[config.mk]
export PLATFORM = sky130hd
export DESIGN_NAME = clkdiv_sel
export DESIGN_NICKNAME = d
export VERILOG_FILES = /design/src/rtl/clkdiv_sel_pkg.sv /design/src/rtl/clkdiv_sel_edge_div.sv /design/src/rtl/clkdiv_sel_gate.sv /design/src/rtl/clkdiv_sel_prof.sv /design/src/rtl/clkdiv_sel.sv
export SDC_FILE = /design/constraint.sdc
export NUM_CORES = 1
export LEC_CHECK = 0
export ABC_CLOCK_PERIOD_IN_PS = 5100
export BUFFER_PORTS_ARGS = -buffer_cell sky130_fd_sc_hd__clkbuf_2
export CAP_MARGIN = 5
export CELL_PAD_IN_SITES_DETAIL_PLACEMENT = 0
export CELL_PAD_IN_SITES_GLOBAL_PLACEMENT = 1
export CORE_ASPECT_RATIO = 0.5
export CORE_MARGIN = 1.5
export CORE_UTILIZATION = 44
export DETAILED_ROUTE_END_ITERATION = 8
export PLACE_DENSITY = 0.93
export REMOVE_ABC_BUFFERS = 1
export SYNTH_ARGS = -nofsm -noshare
export SYNTH_HDL_FRONTEND = slang
export SYNTH_SLANG_ARGS = --single-unit
[constraint.sdc]
create_clock -name clk -period 5.1 [get_ports clk]
set_clock_uncertainty 0.15 [all_clocks]
set_input_delay 1.02 -clock clk [delete_from_list [all_inputs] [get_ports clk]]
set_output_delay 1.02 -clock clk [all_outputs]
set_load 0.05 [all_outputs]
[src/rtl/clkdiv_sel_pkg.sv]
package clkdiv_sel_pkg;
   typedef enum logic [1:0] {
      PIN_OE     = 2'd0,
      PIN_PDN    = 2'd1,
      PIN_CLK    = 2'd2,
      PIN_OE_ALT = 2'd3
   } pin_mode_e;

   typedef enum logic [1:0] {
      S0_PLL_DIV = 2'd0,
      S0_REF_RAW = 2'd1,
      S0_REF_DIV = 2'd2,
      S0_PLL_ALT = 2'd3
   } src0_e;

   typedef enum logic [1:0] {
      S1_REF_RAW  = 2'd0,
      S1_REF_HALF = 2'd1,
      S1_PRI      = 2'd2,
      S1_PRI_HALF = 2'd3
   } src1_e;

   localparam int SRC_W = 2;
endpackage

[src/rtl/clkdiv_sel_edge_div.sv]
module clkdiv_sel_edge_div #(
   parameter int P_W = 5
) (
   input  logic           clk,
   input  logic           rst_n,
   input  logic           clr,
   input  logic           src_in,
   input  logic [P_W-1:0] lim,
   output logic           samp,
   output logic           div_out
);
   logic [P_W-1:0] cnt;
   logic           rise;

   assign rise = src_in & ~samp;

   always_ff @(posedge clk) begin
      if (!rst_n) samp <= 1'b0;
      else        samp <= src_in;
   end

   always_ff @(posedge clk) begin
      if (!rst_n || clr) begin
         cnt     <= '0;
         div_out <= 1'b0;
      end else if (rise) begin
         if (cnt >= lim) begin
            cnt     <= '0;
            div_out <= ~div_out;
         end else begin
            cnt <= cnt + 1'b1;
         end
      end
   end
endmodule

[src/rtl/clkdiv_sel_gate.sv]
module clkdiv_sel_gate (
   input  logic clk,
   input  logic rst_n,
   input  logic clr,
   input  logic src,
   input  logic enable,
   output logic out
);
   logic en_q;

   always_ff @(posedge clk) begin
      if (!rst_n || clr) begin
         en_q <= 1'b0;
         out  <= 1'b0;
      end else begin
         out <= src & en_q;
         if (!src) en_q <= enable;
      end
   end
endmodule

[src/rtl/clkdiv_sel_prof.sv]
module clkdiv_sel_prof
   import clkdiv_sel_pkg::*;
#(
   parameter int P_W = 5
) (
   input  logic             clk,
   input  logic             rst_n,
   input  logic             prof_sel,
   input  logic             idle,
   input  logic [P_W-1:0]   pa_div,
   input  logic [SRC_W-1:0] pa_src0,
   input  logic [SRC_W-1:0] pa_src1,
   input  logic [P_W-1:0]   pb_div,
   input  logic [SRC_W-1:0] pb_src0,
   input  logic [SRC_W-1:0] pb_src1,
   output logic [P_W-1:0]   lim,
   output logic [SRC_W-1:0] src0,
   output logic [SRC_W-1:0] src1
);
   logic           use_a;
   logic [P_W-1:0] p_raw;

   always_ff @(posedge clk) begin
      if (!rst_n)    use_a <= 1'b1;
      else if (idle) use_a <= prof_sel;
   end

   always_comb begin
      p_raw = use_a ? pa_div  : pb_div;
      src0  = use_a ? pa_src0 : pb_src0;
      src1  = use_a ? pa_src1 : pb_src1;
      lim   = (p_raw == '0) ? '0 : p_raw - 1'b1;
   end
endmodule

[src/rtl/clkdiv_sel.sv]
module clkdiv_sel
   import clkdiv_sel_pkg::*;
#(
   parameter int P_W = 5
) (
   input  logic             clk,
   input  logic             rst_n,
   input  logic             ref_in,
   input  logic             pll_in,
   input  logic             prof_sel,
   input  logic             pin_in,
   input  logic [1:0]       pin_mode,
   input  logic [P_W-1:0]   pa_div,
   input  logic [SRC_W-1:0] pa_src0,
   input  logic [SRC_W-1:0] pa_src1,
   input  logic [P_W-1:0]   pb_div,
   input  logic [SRC_W-1:0] pb_src0,
   input  logic [SRC_W-1:0] pb_src1,
   output logic             clk0_out,
   output logic             clk1_out,
   output logic             pd_active
);
   localparam int NDIV   = 4;
   localparam int D_PLL  = 0;
   localparam int D_REF  = 1;
   localparam int D_REFH = 2;
   localparam int D_PRIH = 3;

   generate
      if (P_W < 1 || P_W > 16) begin : g_bad_pw
         $error("clkdiv_sel: P_W must lie in 1..16");
      end
   endgenerate

   logic [P_W-1:0]   act_lim;
   logic [SRC_W-1:0] act_src0, act_src1;
   logic [NDIV-1:0]  d_src, d_samp, d_out;
   logic [P_W-1:0]   d_lim [NDIV];
   logic             c0_src, c1_src, want0, want1, idle, pd;
   pin_mode_e        mode;

   assign mode      = pin_mode_e'(pin_mode);
   assign pd        = (mode == PIN_PDN) && !pin_in;
   assign pd_active = pd;

   always_comb begin
      case (src0_e'(act_src0))
         S0_REF_RAW: c0_src = d_samp[D_REF];
         S0_REF_DIV: c0_src = d_out[D_REF];
         default:    c0_src = d_out[D_PLL];
      endcase
      case (src1_e'(act_src1))
         S1_REF_RAW:  c1_src = d_samp[D_REF];
         S1_REF_HALF: c1_src = d_out[D_REFH];
         S1_PRI:      c1_src = c0_src;
         default:     c1_src = d_out[D_PRIH];
      endcase
   end

   assign want0 = (mode == PIN_OE || mode == PIN_OE_ALT) ? pin_in : 1'b1;
   assign want1 = (mode == PIN_CLK);
   assign idle  = !c0_src && (!c1_src || mode != PIN_CLK);

   assign d_src = {c0_src, ref_in, ref_in, pll_in};

   clkdiv_sel_prof #(.P_W(P_W)) u_prof (
      .clk(clk), .rst_n(rst_n), .prof_sel(prof_sel), .idle(idle),
      .pa_div(pa_div), .pa_src0(pa_src0), .pa_src1(pa_src1),
      .pb_div(pb_div), .pb_src0(pb_src0), .pb_src1(pb_src1),
      .lim(act_lim), .src0(act_src0), .src1(act_src1)
   );

   genvar gi;
   generate
      for (gi = 0; gi < NDIV; gi++) begin : g_div
         if (gi == D_PLL || gi == D_REF) begin : g_prog
            assign d_lim[gi] = act_lim;
         end else begin : g_half
            assign d_lim[gi] = '0;
         end
         clkdiv_sel_edge_div #(.P_W(P_W)) u_div (
            .clk(clk), .rst_n(rst_n), .clr(pd), .src_in(d_src[gi]),
            .lim(d_lim[gi]), .samp(d_samp[gi]), .div_out(d_out[gi])
         );
      end
   endgenerate

   clkdiv_sel_gate u_gate0 (
      .clk(clk), .rst_n(rst_n), .clr(pd), .src(c0_src),
      .enable(want0), .out(clk0_out)
   );

   clkdiv_sel_gate u_gate1 (
      .clk(clk), .rst_n(rst_n), .clr(pd), .src(c1_src),
      .enable(want1), .out(clk1_out)
   );
endmodule

==> qor.txt <==
Final Max Slew Viols = 0
CTS Root Cell = clkbuf_8
Largest net degree at the start of global routing = 15
Global-route wire length before repair = 4.95 mm
Worst Setup Slack, final = 1.88 ns
Final Power = 0.515 mW
Max Cap Viol = 0
Hold buffer count at cts = 0
CP startpoint kind = flip-flop
Post-Syn Instances = 160
DP Area = 0.00160 sq mm
GP Congestion = 0.801
Worst-path clk slew = 0.08 ns
Setup crit end kind = flip-flop
Number of top-level pins = 29
Aggregate routed wire length = 2.76 mm
Post-DP HPWL = 2.16 mm
Via count = 1173
Synth unique cells = 34
DR DRC count = 0
Total CTS buffers = 3
Layout cells sized above 1 = 0.217
Max Clk Rate = 311 MHz
Synth area leaders = dfxtp_1 31%, ha_1 16%, mux2i_1 7.0%, nand2_1 5.0%, xor2_1 4.3%
Dpl ws = 1.69 ns
Gates resized, CTS repair = 0
Nets = 234
Starting Density = 0.470
Leading area contributor after synthesis = dfxtp_1
Flop2flop setup slack = 1.88 ns
Met2 Use GR = 0.269
Cell Pwr Density = 311 mW/mm^2
Fillcell total = 275
GRT overflow = 0
Fin. Hold Viols = 0
Gr busiest metal = met2
Clk buf depth = 2
Min Hold Slack = 0.327 ns
Non-Filler Instances = 229
Die Ht = 43.4 microns
Num rows = 14
Met3 Use GR = 0.0343
Worst path required time = 5.14 ns
Worst-Margin Slew = 0.697 ns
Data arrival, critical path = 3.25 ns
Tcrit/Tclk final = 0.630
Final ANT Viol Nets = 0
Synth warn = 0
Placed cells = 225
Startpoint of the worst hold path = u_gate0.en_q$_SDFFE_PP0P_
RSZ-0062 raised after global routing = false
#FFs+latches synth = 22
Design Area, Final = 0.00166 sq mm
Die area = 0.00363 sq mm
Initial drt markers = 65
Vias in the first global route = 1120
Synth async-reset ratio = 0
Ys flop type = dfxtp_1
Hold Path Class = flip-flop to flip-flop
Crit path kind = flip-flop to flip-flop
Reg2reg start = u_prof.use_a$_SDFFE_PN1P_
Relative slew slack = 0.535
Initial antenna violation count = 0
Peak VDD IR = 0.162 mV
Total Routing Usage GR = 0.169
Status = finished, final reports clean
GR Util met1 = 0.244
DRT Pass-1 Iters = 4
Number of synthesized flops with an enable pin = 0
DR vias/cell = 5.12
Avg WL per Cell = 12.0 microns
Layout area overhead = 15.7%
Setup crit start = u_prof.use_a$_SDFFE_PN1P_
Post-CTS Setup Bufs = 0
CTS H-tree depth = 1
Core box area = 0.00305 sq mm
Final Util = 0.544
Syn avg cell area = 8.95 sq um
Clk_lat worst skew = 0.26 ns
Setup TNS = 0 ns
Fin crit period = 3.22 ns
Antenna diode count = 0
CP Max Fanout = 12
Sinks on the clock net = 22
Synthesized cell area = 0.00143 sq mm
Leakage Power = 0.803 nW
Finish-stage setup viols = 0
Synth top area share = 0.307
Port Buffers = 28
Die width = 83.7 microns
CTS tree = done
Sequential fraction of the synthesis area = 0.307
-- flip-flops by register name (all words and copies together) (netlist names) --
name                 cells
g_div.u_div.cnt         10
g_div.u_div.div_out      4
g_div.u_div.samp         3
u_gate0.en_q             1
u_gate0.out              1
u_gate1.en_q             1
u_gate1.out              1
u_prof.use_a             1
-- final cells by class --
class | instances | area, sq um | area share
multi-input cells | 125 | 935 | 0.564
flip-flops and latches | 22 | 440 | 0.266
repair buffers | 28 | 140 | 0.0845
clock buffers | 4 | 55.1 | 0.0332
well taps | 40 | 50.0 | 0.0302
inverters | 10 | 37.5 | 0.0226
-- cell families after synthesis --
kind of cell               after synthesis  synth area share
AOI/OAI and AO/OA                       25             0.129
xor gates and xnor gates                10            0.0611
adders and majority gates               18             0.157
buffers and inverters                   13            0.0402
DFF                                     22             0.307
muxes                                   13            0.0952
and+or+nand+nor                         59             0.210
-- cell usage in the layout (no fill, tap or decap), types with 2 or more instances in the layout --
cell and n:
clkbuf_2 28, dfxtp_1 22, nand2_1 19, ha_1 18, inv_1 10, mux2i_1 10
a21oi_1 10, nand2b_1 8, xor2_1 7, nor3_1 7, and2_1 5, nor2_1 5
nand3_1 4, nand4_1 4, o2111ai_1 4, clkbuf_8 4, xnor2_1 3, mux2_2 2
and3_1 2, a21o_1 2, nor2b_1 2, o22ai_1 2
-- routing by layer --
metal,vias up,part of all wire
met1,512,0.55
met2,30,0.40
met5,-,0
met3,2,0.044
met4,0,0.0051
li1,629,-
-- path summary, 6_finish.rpt --
path | to | cells after the start
worst max-delay path | g_div[1].u_div.cnt[2]$_SDFFE_PP0P_ | 10
worst min-delay path | u_gate0.out$_SDFF_PP0_ | 1
worst max register to register | g_div[1].u_div.cnt[2]$_SDFFE_PP0P_ | 10
worst min register to register | u_gate0.out$_SDFF_PP0_ | 1
-- critical path, cell delays in order (launching register included) --
cell,delay [ns]
dfxtp_1,0.78
inv_1,0.22
o31ai_1,0.41
nand3_2,0.16
and2_1,0.21
ha_1,0.26
nand2b_1,0.14
a21o_1,0.17
a21oi_1,0.24
o22ai_1,0.21
nor3_1,0.21
-- Yosys cell counts, drive strengths merged (3+ instances only) --
master   number
a21oi        11
inv          10
ha           18
nand2        19
a21o          3
and3          3
xnor2         3
dfxtp        22
buf           3
o2111ai       4
nand2b        8
and2          5
nor2          5
mux2i        11
nand4         4
xor2          7
nor3          7
nand3         5
-- power breakdown --
part           leakage [nW]  switching (mW)  internal [mW]
combinational         0.595          0.0970         0.0843
sequential            0.180          0.0201          0.187
clock                0.0288          0.0581         0.0688
total                 0.803           0.175          0.340
(Power assumes the default switching activity.)
